--- src/rtl/pfdPkg.sv ---
package pfdPkg;
  // pump current select codes
  localparam logic [1:0] PUMP_CATCH = 2'b00;
  localparam logic [1:0] PUMP_LOW   = 2'b01;
  localparam logic [1:0] PUMP_HIGH  = 2'b10;

  // strobes from the datapath to the lock control
  typedef struct packed {
    logic lineDone;   // UP/DOWN pair just cleared: one line measured
    logic inWindow;   // phase error of that line within the window
    logic timeout;    // too many reference edges without a sync edge
  } pfdEvt_t;
endpackage

--- src/rtl/pfdDatapath.sv ---
module pfdDatapath
  import pfdPkg::*;
#(
  parameter int RESET_DLY    = 2,
  parameter int WIN_CYC      = 3,
  parameter int TIMEOUT_REFS = 4
) (
  input  logic    clk,
  input  logic    rstN,
  input  logic    syncIn,
  input  logic    refPulse,
  output logic    pumpUp,
  output logic    pumpDown,
  output pfdEvt_t evt
);
  localparam int DLY_W   = $clog2(RESET_DLY + 1);
  localparam int ERR_MAX = 2 * WIN_CYC + 1;
  localparam int ERR_W   = $clog2(ERR_MAX + 1);
  localparam int TO_W    = $clog2(TIMEOUT_REFS + 1);

  logic syncQ, refQ, upQ, downQ;
  logic [DLY_W-1:0] dlyCnt;
  logic [ERR_W-1:0] errCnt;
  logic [TO_W-1:0]  refCnt;
  logic syncRise, refRise, bothSet, clearPair, refLimit;

  assign syncRise  = syncIn & ~syncQ;
  assign refRise   = refPulse & ~refQ;
  assign bothSet   = upQ & downQ;
  assign clearPair = bothSet && (dlyCnt == DLY_W'(RESET_DLY - 1));
  assign refLimit  = (refCnt == TO_W'(TIMEOUT_REFS - 1));

  always_ff @(posedge clk) begin
    if (!rstN) begin
      syncQ  <= 1'b0;
      refQ   <= 1'b0;
      upQ    <= 1'b0;
      downQ  <= 1'b0;
      dlyCnt <= '0;
      errCnt <= '0;
      refCnt <= '0;
    end else begin
      syncQ <= syncIn;
      refQ  <= refPulse;
      upQ   <= clearPair ? 1'b0 : (upQ | syncRise);
      downQ <= clearPair ? 1'b0 : (downQ | refRise);
      dlyCnt <= (bothSet && !clearPair) ? dlyCnt + 1'b1 : '0;
      if (clearPair)
        errCnt <= '0;
      else if ((upQ ^ downQ) && (errCnt != ERR_W'(ERR_MAX)))
        errCnt <= errCnt + 1'b1;
      if (syncRise)
        refCnt <= '0;
      else if (refRise)
        refCnt <= refLimit ? '0 : refCnt + 1'b1;
    end
  end

  assign pumpUp       = upQ;
  assign pumpDown     = downQ;
  assign evt.lineDone = clearPair;
  assign evt.inWindow = (errCnt <= ERR_W'(WIN_CYC));
  assign evt.timeout  = refRise && !syncRise && refLimit;
endmodule

--- src/rtl/pfdLockCtrl.sv ---
module pfdLockCtrl
  import pfdPkg::*;
#(
  parameter int LOCK_LINES   = 4,
  parameter int UNLOCK_LINES = 3
) (
  input  logic       clk,
  input  logic       rstN,
  input  pfdEvt_t    evt,
  input  logic       lowPumpSel,
  output logic [1:0] pumpCode,
  output logic       unlockFlag
);
  localparam int GOOD_W = $clog2(LOCK_LINES + 1);
  localparam int BAD_W  = $clog2(UNLOCK_LINES + 1);

  logic locked;
  logic [GOOD_W-1:0] goodCnt;
  logic [BAD_W-1:0]  badCnt;

  always_ff @(posedge clk) begin
    if (!rstN) begin
      locked  <= 1'b0;
      goodCnt <= '0;
      badCnt  <= '0;
    end else if (evt.timeout) begin
      locked  <= 1'b0;
      goodCnt <= '0;
      badCnt  <= '0;
    end else if (evt.lineDone) begin
      if (!locked) begin
        if (!evt.inWindow)
          goodCnt <= '0;
        else if (goodCnt == GOOD_W'(LOCK_LINES - 1)) begin
          locked  <= 1'b1;
          goodCnt <= '0;
          badCnt  <= '0;
        end else
          goodCnt <= goodCnt + 1'b1;
      end else begin
        if (evt.inWindow)
          badCnt <= '0;
        else if (badCnt == BAD_W'(UNLOCK_LINES - 1)) begin
          locked  <= 1'b0;
          badCnt  <= '0;
          goodCnt <= '0;
        end else
          badCnt <= badCnt + 1'b1;
      end
    end
  end

  assign unlockFlag = ~locked;
  assign pumpCode   = !locked ? PUMP_CATCH : (lowPumpSel ? PUMP_LOW : PUMP_HIGH);
endmodule

--- src/rtl/lineSyncPfd.sv ---
module lineSyncPfd
  import pfdPkg::*;
#(
  parameter int RESET_DLY    = 2,
  parameter int WIN_CYC      = 3,
  parameter int TIMEOUT_REFS = 4,
  parameter int LOCK_LINES   = 4,
  parameter int UNLOCK_LINES = 3
) (
  input  logic       clk,
  input  logic       rstN,
  input  logic       syncIn,
  input  logic       refPulse,
  input  logic       lowPumpSel,
  output logic       pumpUp,
  output logic       pumpDown,
  output logic [1:0] pumpCode,
  output logic       unlockFlag
);
  pfdEvt_t evt;

  pfdDatapath #(
    .RESET_DLY(RESET_DLY), .WIN_CYC(WIN_CYC), .TIMEOUT_REFS(TIMEOUT_REFS)
  ) dp_i (
    .clk(clk), .rstN(rstN), .syncIn(syncIn), .refPulse(refPulse),
    .pumpUp(pumpUp), .pumpDown(pumpDown), .evt(evt)
  );

  pfdLockCtrl #(
    .LOCK_LINES(LOCK_LINES), .UNLOCK_LINES(UNLOCK_LINES)
  ) ctrl_i (
    .clk(clk), .rstN(rstN), .evt(evt), .lowPumpSel(lowPumpSel),
    .pumpCode(pumpCode), .unlockFlag(unlockFlag)
  );
endmodule

--- config.mk ---
export PLATFORM = sky130hd
export DESIGN_NAME = lineSyncPfd
export DESIGN_NICKNAME = d
export VERILOG_FILES = /design/src/rtl/pfdPkg.sv /design/src/rtl/pfdDatapath.sv /design/src/rtl/pfdLockCtrl.sv /design/src/rtl/lineSyncPfd.sv
export SDC_FILE = /design/constraint.sdc
export NUM_CORES = 1
export LEC_CHECK = 0
export ABC_AREA = 1
export BUFFER_PORTS_ARGS = -buffer_cell sky130_fd_sc_hd__buf_2
export CORE_ASPECT_RATIO = 1.25
export CORE_MARGIN = 8
export CORE_UTILIZATION = 50
export CTS_BUF_LIST = sky130_fd_sc_hd__clkbuf_8
export CTS_CLUSTER_SIZE = 16
export DETAILED_ROUTE_END_ITERATION = 10
export GPL_ROUTABILITY_DRIVEN = 0
export PLACE_DENSITY = 0.68
export SETUP_SLACK_MARGIN = 0.2
export SLEW_MARGIN = 20
export SYNTH_ARGS = -nofsm -noshare
export SYNTH_HDL_FRONTEND = slang
export SYNTH_HIERARCHICAL = 1
export SYNTH_SLANG_ARGS = --single-unit
export TNS_END_PERCENT = 1
--- constraint.sdc ---
create_clock -name clk -period 1.78 [get_ports clk]
set_input_delay 0.267 -clock clk [delete_from_list [all_inputs] [get_ports clk]]
set_output_delay 0.267 -clock clk [all_outputs]
set_load 0.05 [all_outputs]
==> results by stage <==
Place:
- In this run the tool buffered the top-level ports with 9 buffer cells.
- Detailed placement finished with a half-perimeter wire length of 1267 um.

Power:
- The peak supply drop is 0.5496 mV.
- The total leakage power is 0.5100 nW.
- Dividing total power by cell area gives a power density of 844.2 nW/um^2.

Clock network:
- The TritonCTS clock tree is built.
- The number of sinks on the clock net is 18.
- The insertion delay of the later-clocked pin in the worst-skew pair is 0.25 ns.
- In this run the number of H-tree levels came out at 1.
- The post-CTS clock slew at the launch and capture registers of the worst setup and hold paths is 0.07 ns.
- In this run the clock root is driven by a sky130_fd_sc_hd__clkbuf_8.
- In this run the deepest clock path goes through 2 buffers.
- The number of buffers inserted for hold repair after clock tree synthesis is 0.
- The number of buffers created by CTS is 3.
- Once the clock tree was built, the setup fixing pass inserted 0 buffers.

Timing:
- Static timing analysis puts the maximum clock frequency at 666.1 MHz.
- The worst path in the final design needs a cycle of 1.501 ns, including I/O delays and setup.
- The count of final hold-check violations came to 0.
- The count of endpoints failing setup in the final report is 0.
- The worst-case clock skew is 0.004442 ns.
- The final-layout setup total negative slack is 0 ns.
- The share of the clock period used by the worst path after layout is 84.35%.
- Setup repair after global routing left no endpoint under its margin.
- In this run the tightest slew margin relative to its limit is 77.33%.
- The count of final max-slew check failures came to 0.
- At the pin with the least slew margin, the transition time is 0.3388 ns.

GRT:
- The global-route wire length before repair is 2760 um.
- The overall global routing resource usage is 10.13%.
- Entering global routing, the biggest net connects 11 pins.
- For this run the aggregate overflow at the end of global routing stands at 0.
- The number of global-route vias before repair is 710.
- The number of antenna violations at the first check in global routing is 0.

Final layout:
- At the end of the flow the core is filled with cells to 59.33%.
- The final antenna diode count is 0.
- The layout has 161 filler cells.
- At the end of the flow, the number of nets in the layout was 155.
- In the final layout, the share of cells above drive strength 1 is 18.31%.
- The post-synthesis to final-layout area growth is 13.44%.

Synth:
- The dominant cell type by area after synthesis is sky130_fd_sc_hd__dfxtp_1.
- The number of enable flip-flop cells after synthesis is 0.
- The number of instances in the synthesized netlist is 131.
- In the synthesized netlist, the cells that appear most often are sky130_fd_sc_hd__nand2_1 (28), sky130_fd_sc_hd__inv_1 (24), sky130_fd_sc_hd__dfxtp_1 (18).
- The cell area after synthesis is 912.1 um^2.
- Ranked by total cell area, the synthesized netlist is headed by sky130_fd_sc_hd__dfxtp_1 (40%), sky130_fd_sc_hd__nand2_1 (12%), sky130_fd_sc_hd__inv_1 (9.9%).
- Dividing the synthesized area by the synthesized cell count gives 6.963 um^2.
- For this run, the leading register cell type out of synthesis is sky130_fd_sc_hd__dfxtp_1.
- The fraction of the yosys area taken by sequential cells is 39.51%.
- The number of warnings printed during yosys synthesis is 6.
- The area share of the leading cell type in the synthesized netlist is 39.51%.
- When the netlist entered floorplanning its net count stood at 143.
- The most numerous cell in the Yosys netlist is sky130_fd_sc_hd__nand2_1.
- The count of unique library cells instantiated by Yosys is 18.
- Synthesis inferred 18 register bits.
- Counting flops with an async set or reset pin after synthesis yields a share of 0%.

Detailed routing:
- The number of nets with antenna violations after routing is 0.
- The wire length after detailed routing is 1624 um.
- The initial DRC count is 10.
- In the final routed layout, each cell accounts on average for 10.09 um.
- Using the TritonRoute via totals, the vias-per-cell ratio works out to 4.888.
- Across all layers, the routed design uses 787 vias.
- The residual DRC count is 0.
- The total iterations of the first detailed-routing run is 4.

Floorplanning:
- The initial utilization of the core area, before any placement, comes to 52.30%.
- The region available for standard cell placement spans 1744 um^2.
- The number of core rows is 17.
- The die covers 3456 um^2.
- The die height is 63.76 um.
- The I/O pin count is 10.
- The floorplan die width is 54.20 um.

Critical path:
- The signal arrival time at the worst endpoint is 1.65 ns.
- For the worst setup path, the data required time is 1.93 ns.
- The signal on the critical path passes through ha_1, ha_1, or2_4, nand3_1, nand2_2, a21oi_2, nor2_1.
- STA classifies the critical path endpoint as a register.
- In this run the worst path has a maximum fanout of 6.
- On the critical path, the stage with the largest delay is an instance of sky130_fd_sc_hd__dfxtp_1.
- In this design, the stage delay of the slowest critical-path cell is 0.34 ns.
- The cell seen most often among critical-path stages is sky130_fd_sc_hd__ha_1.
- The critical path in this run is classified as register to register.
- The register-to-register path setup slack is 0.28 ns.
- The worst setup path is launched from a register.

Outcome:
- The flow ran to the end, and the final reports show no timing, DRC or antenna violations.

Job:
- The tool flagged a number of max-cap violations equal to 0.

Worst hold path:
- The class of the worst hold path is input pin to register.
-- path summary, 6_finish.rpt --
kind,cells after the start,from,to
max,7,dp_i/errCnt[0],ctrl_i/badCnt[1]
min,3,syncIn,dp_i/syncQ
max reg2reg,7,dp_i/errCnt[0],ctrl_i/badCnt[1]
min reg2reg,1,dp_i/dlyCnt[0],dp_i/dlyCnt[0]
-- per-stage QoR --
stage | hold slack, ns | instances | cell area, um^2 | power [mW] | worst slack [ns]
2_1_floorplan | 0.3605 | 131 | 914.6 | 0.5219 | 0.2521
3_3_place_gp | 0.4153 | 157 | 970.9 | 0.5468 | 0.2544
3_5_place_dp | 0.4197 | 157 | 970.9 | 0.5516 | 0.2023
4_1_cts | 0.2383 | 161 | 1026 | 0.8814 | 0.2030
5_1_grt | 0.2477 | 161 | 1035 | 0.9172 | 0.1971
6_report | 0.2424 | 161 | 1035 | 0.8735 | 0.2786
-- repair_timing --
action                     4_1_cts  5_1_grt
setup endpoints to repair        1        6
gates resized for setup          1        4
pin swaps                        0        0
-- cell usage in the layout (no fill, tap or decap) --
| cell type | netlist | routed |
|---|---|---|
| sky130_fd_sc_hd__a21oi_2 | 2 | 3 |
| sky130_fd_sc_hd__nand2_2 | 0 | 1 |
| sky130_fd_sc_hd__nor3_1 | 1 | 1 |
| sky130_fd_sc_hd__o21ai_1 | 0 | 1 |
| sky130_fd_sc_hd__dfxtp_2 | 0 | 2 |
| sky130_fd_sc_hd__inv_1 | 24 | 23 |
| sky130_fd_sc_hd__a21oi_1 | 7 | 6 |
| sky130_fd_sc_hd__nor2_1 | 17 | 17 |
| sky130_fd_sc_hd__or2_0 | 1 | 1 |
| sky130_fd_sc_hd__nand2_1 | 28 | 27 |
| sky130_fd_sc_hd__dfxtp_1 | 18 | 16 |
| sky130_fd_sc_hd__nand4_1 | 3 | 3 |
| sky130_fd_sc_hd__or2_4 | 0 | 1 |
| sky130_fd_sc_hd__nand3_1 | 11 | 11 |
| sky130_fd_sc_hd__inv_2 | 4 | 5 |
| sky130_fd_sc_hd__ha_1 | 7 | 7 |
| sky130_fd_sc_hd__buf_2 | 1 | 9 |
| sky130_fd_sc_hd__o21ai_0 | 2 | 1 |
| sky130_fd_sc_hd__nor4_1 | 2 | 2 |
| sky130_fd_sc_hd__clkbuf_8 | 0 | 4 |
| sky130_fd_sc_hd__nor2_4 | 1 | 1 |
-- kinds of logic (layout without fill, tap and decap cells) --
group / count (synthesis) / after routing / synth area share (%)
AO/OA/AOI/OAI: 11 / 11 / 6.859
flip-flops: 18 / 18 / 39.51
adder cells (fa/ha/maj): 7 / 7 / 9.602
buffers and inverters: 30 / 41 / 12.89
AND/OR/NAND/NOR: 65 / 65 / 31.14
-- worst max-delay path: cells and delay by family, from the launching register on --
family          cells  cell delay, ns
compound gates      1            0.13
flops               1            0.34
fa+ha+maj           2            0.40
simple gates        4            0.52
-- layer usage --
layer	part of all wire, %	vias to the layer above	routed length (um)	GRT usage [%]
li1	-	429	-	-
met1	49	349	796	11.50
met2	47	7	771	16.67
met3	2.5	2	40	2.083
met4	0.92	0	15	5.556
met5	0	-	0	0
-- layout make-up --
type                    count  area [um^2]  area share (%)
well taps                  19        23.77           2.297
multi-input cells          83        442.9           42.81
flip-flops and latches     18        362.8           35.07
clock buffers               4        55.05           5.320
repair buffers              9        45.04           4.353
inverters                  28        105.1           10.16
-- flip-flops by register name, summed over array words and instances (netlist names) --
signal	flops
ctrl_i/locked	1
dp_i/refQ	1
ctrl_i/badCnt	2
dp_i/syncQ	1
dp_i/dlyCnt	2
dp_i/refCnt	3
dp_i/pumpDown	1
dp_i/pumpUp	1
dp_i/errCnt	3
ctrl_i/goodCnt	3
-- report_power, final --
group	internal, mW	switching (mW)	total (mW)
registers	0.421	0.0135	0.435
logic	0.0387	0.0721	0.111
clock network	0.196	0.132	0.328
Power figures use the tool's default switching activity.
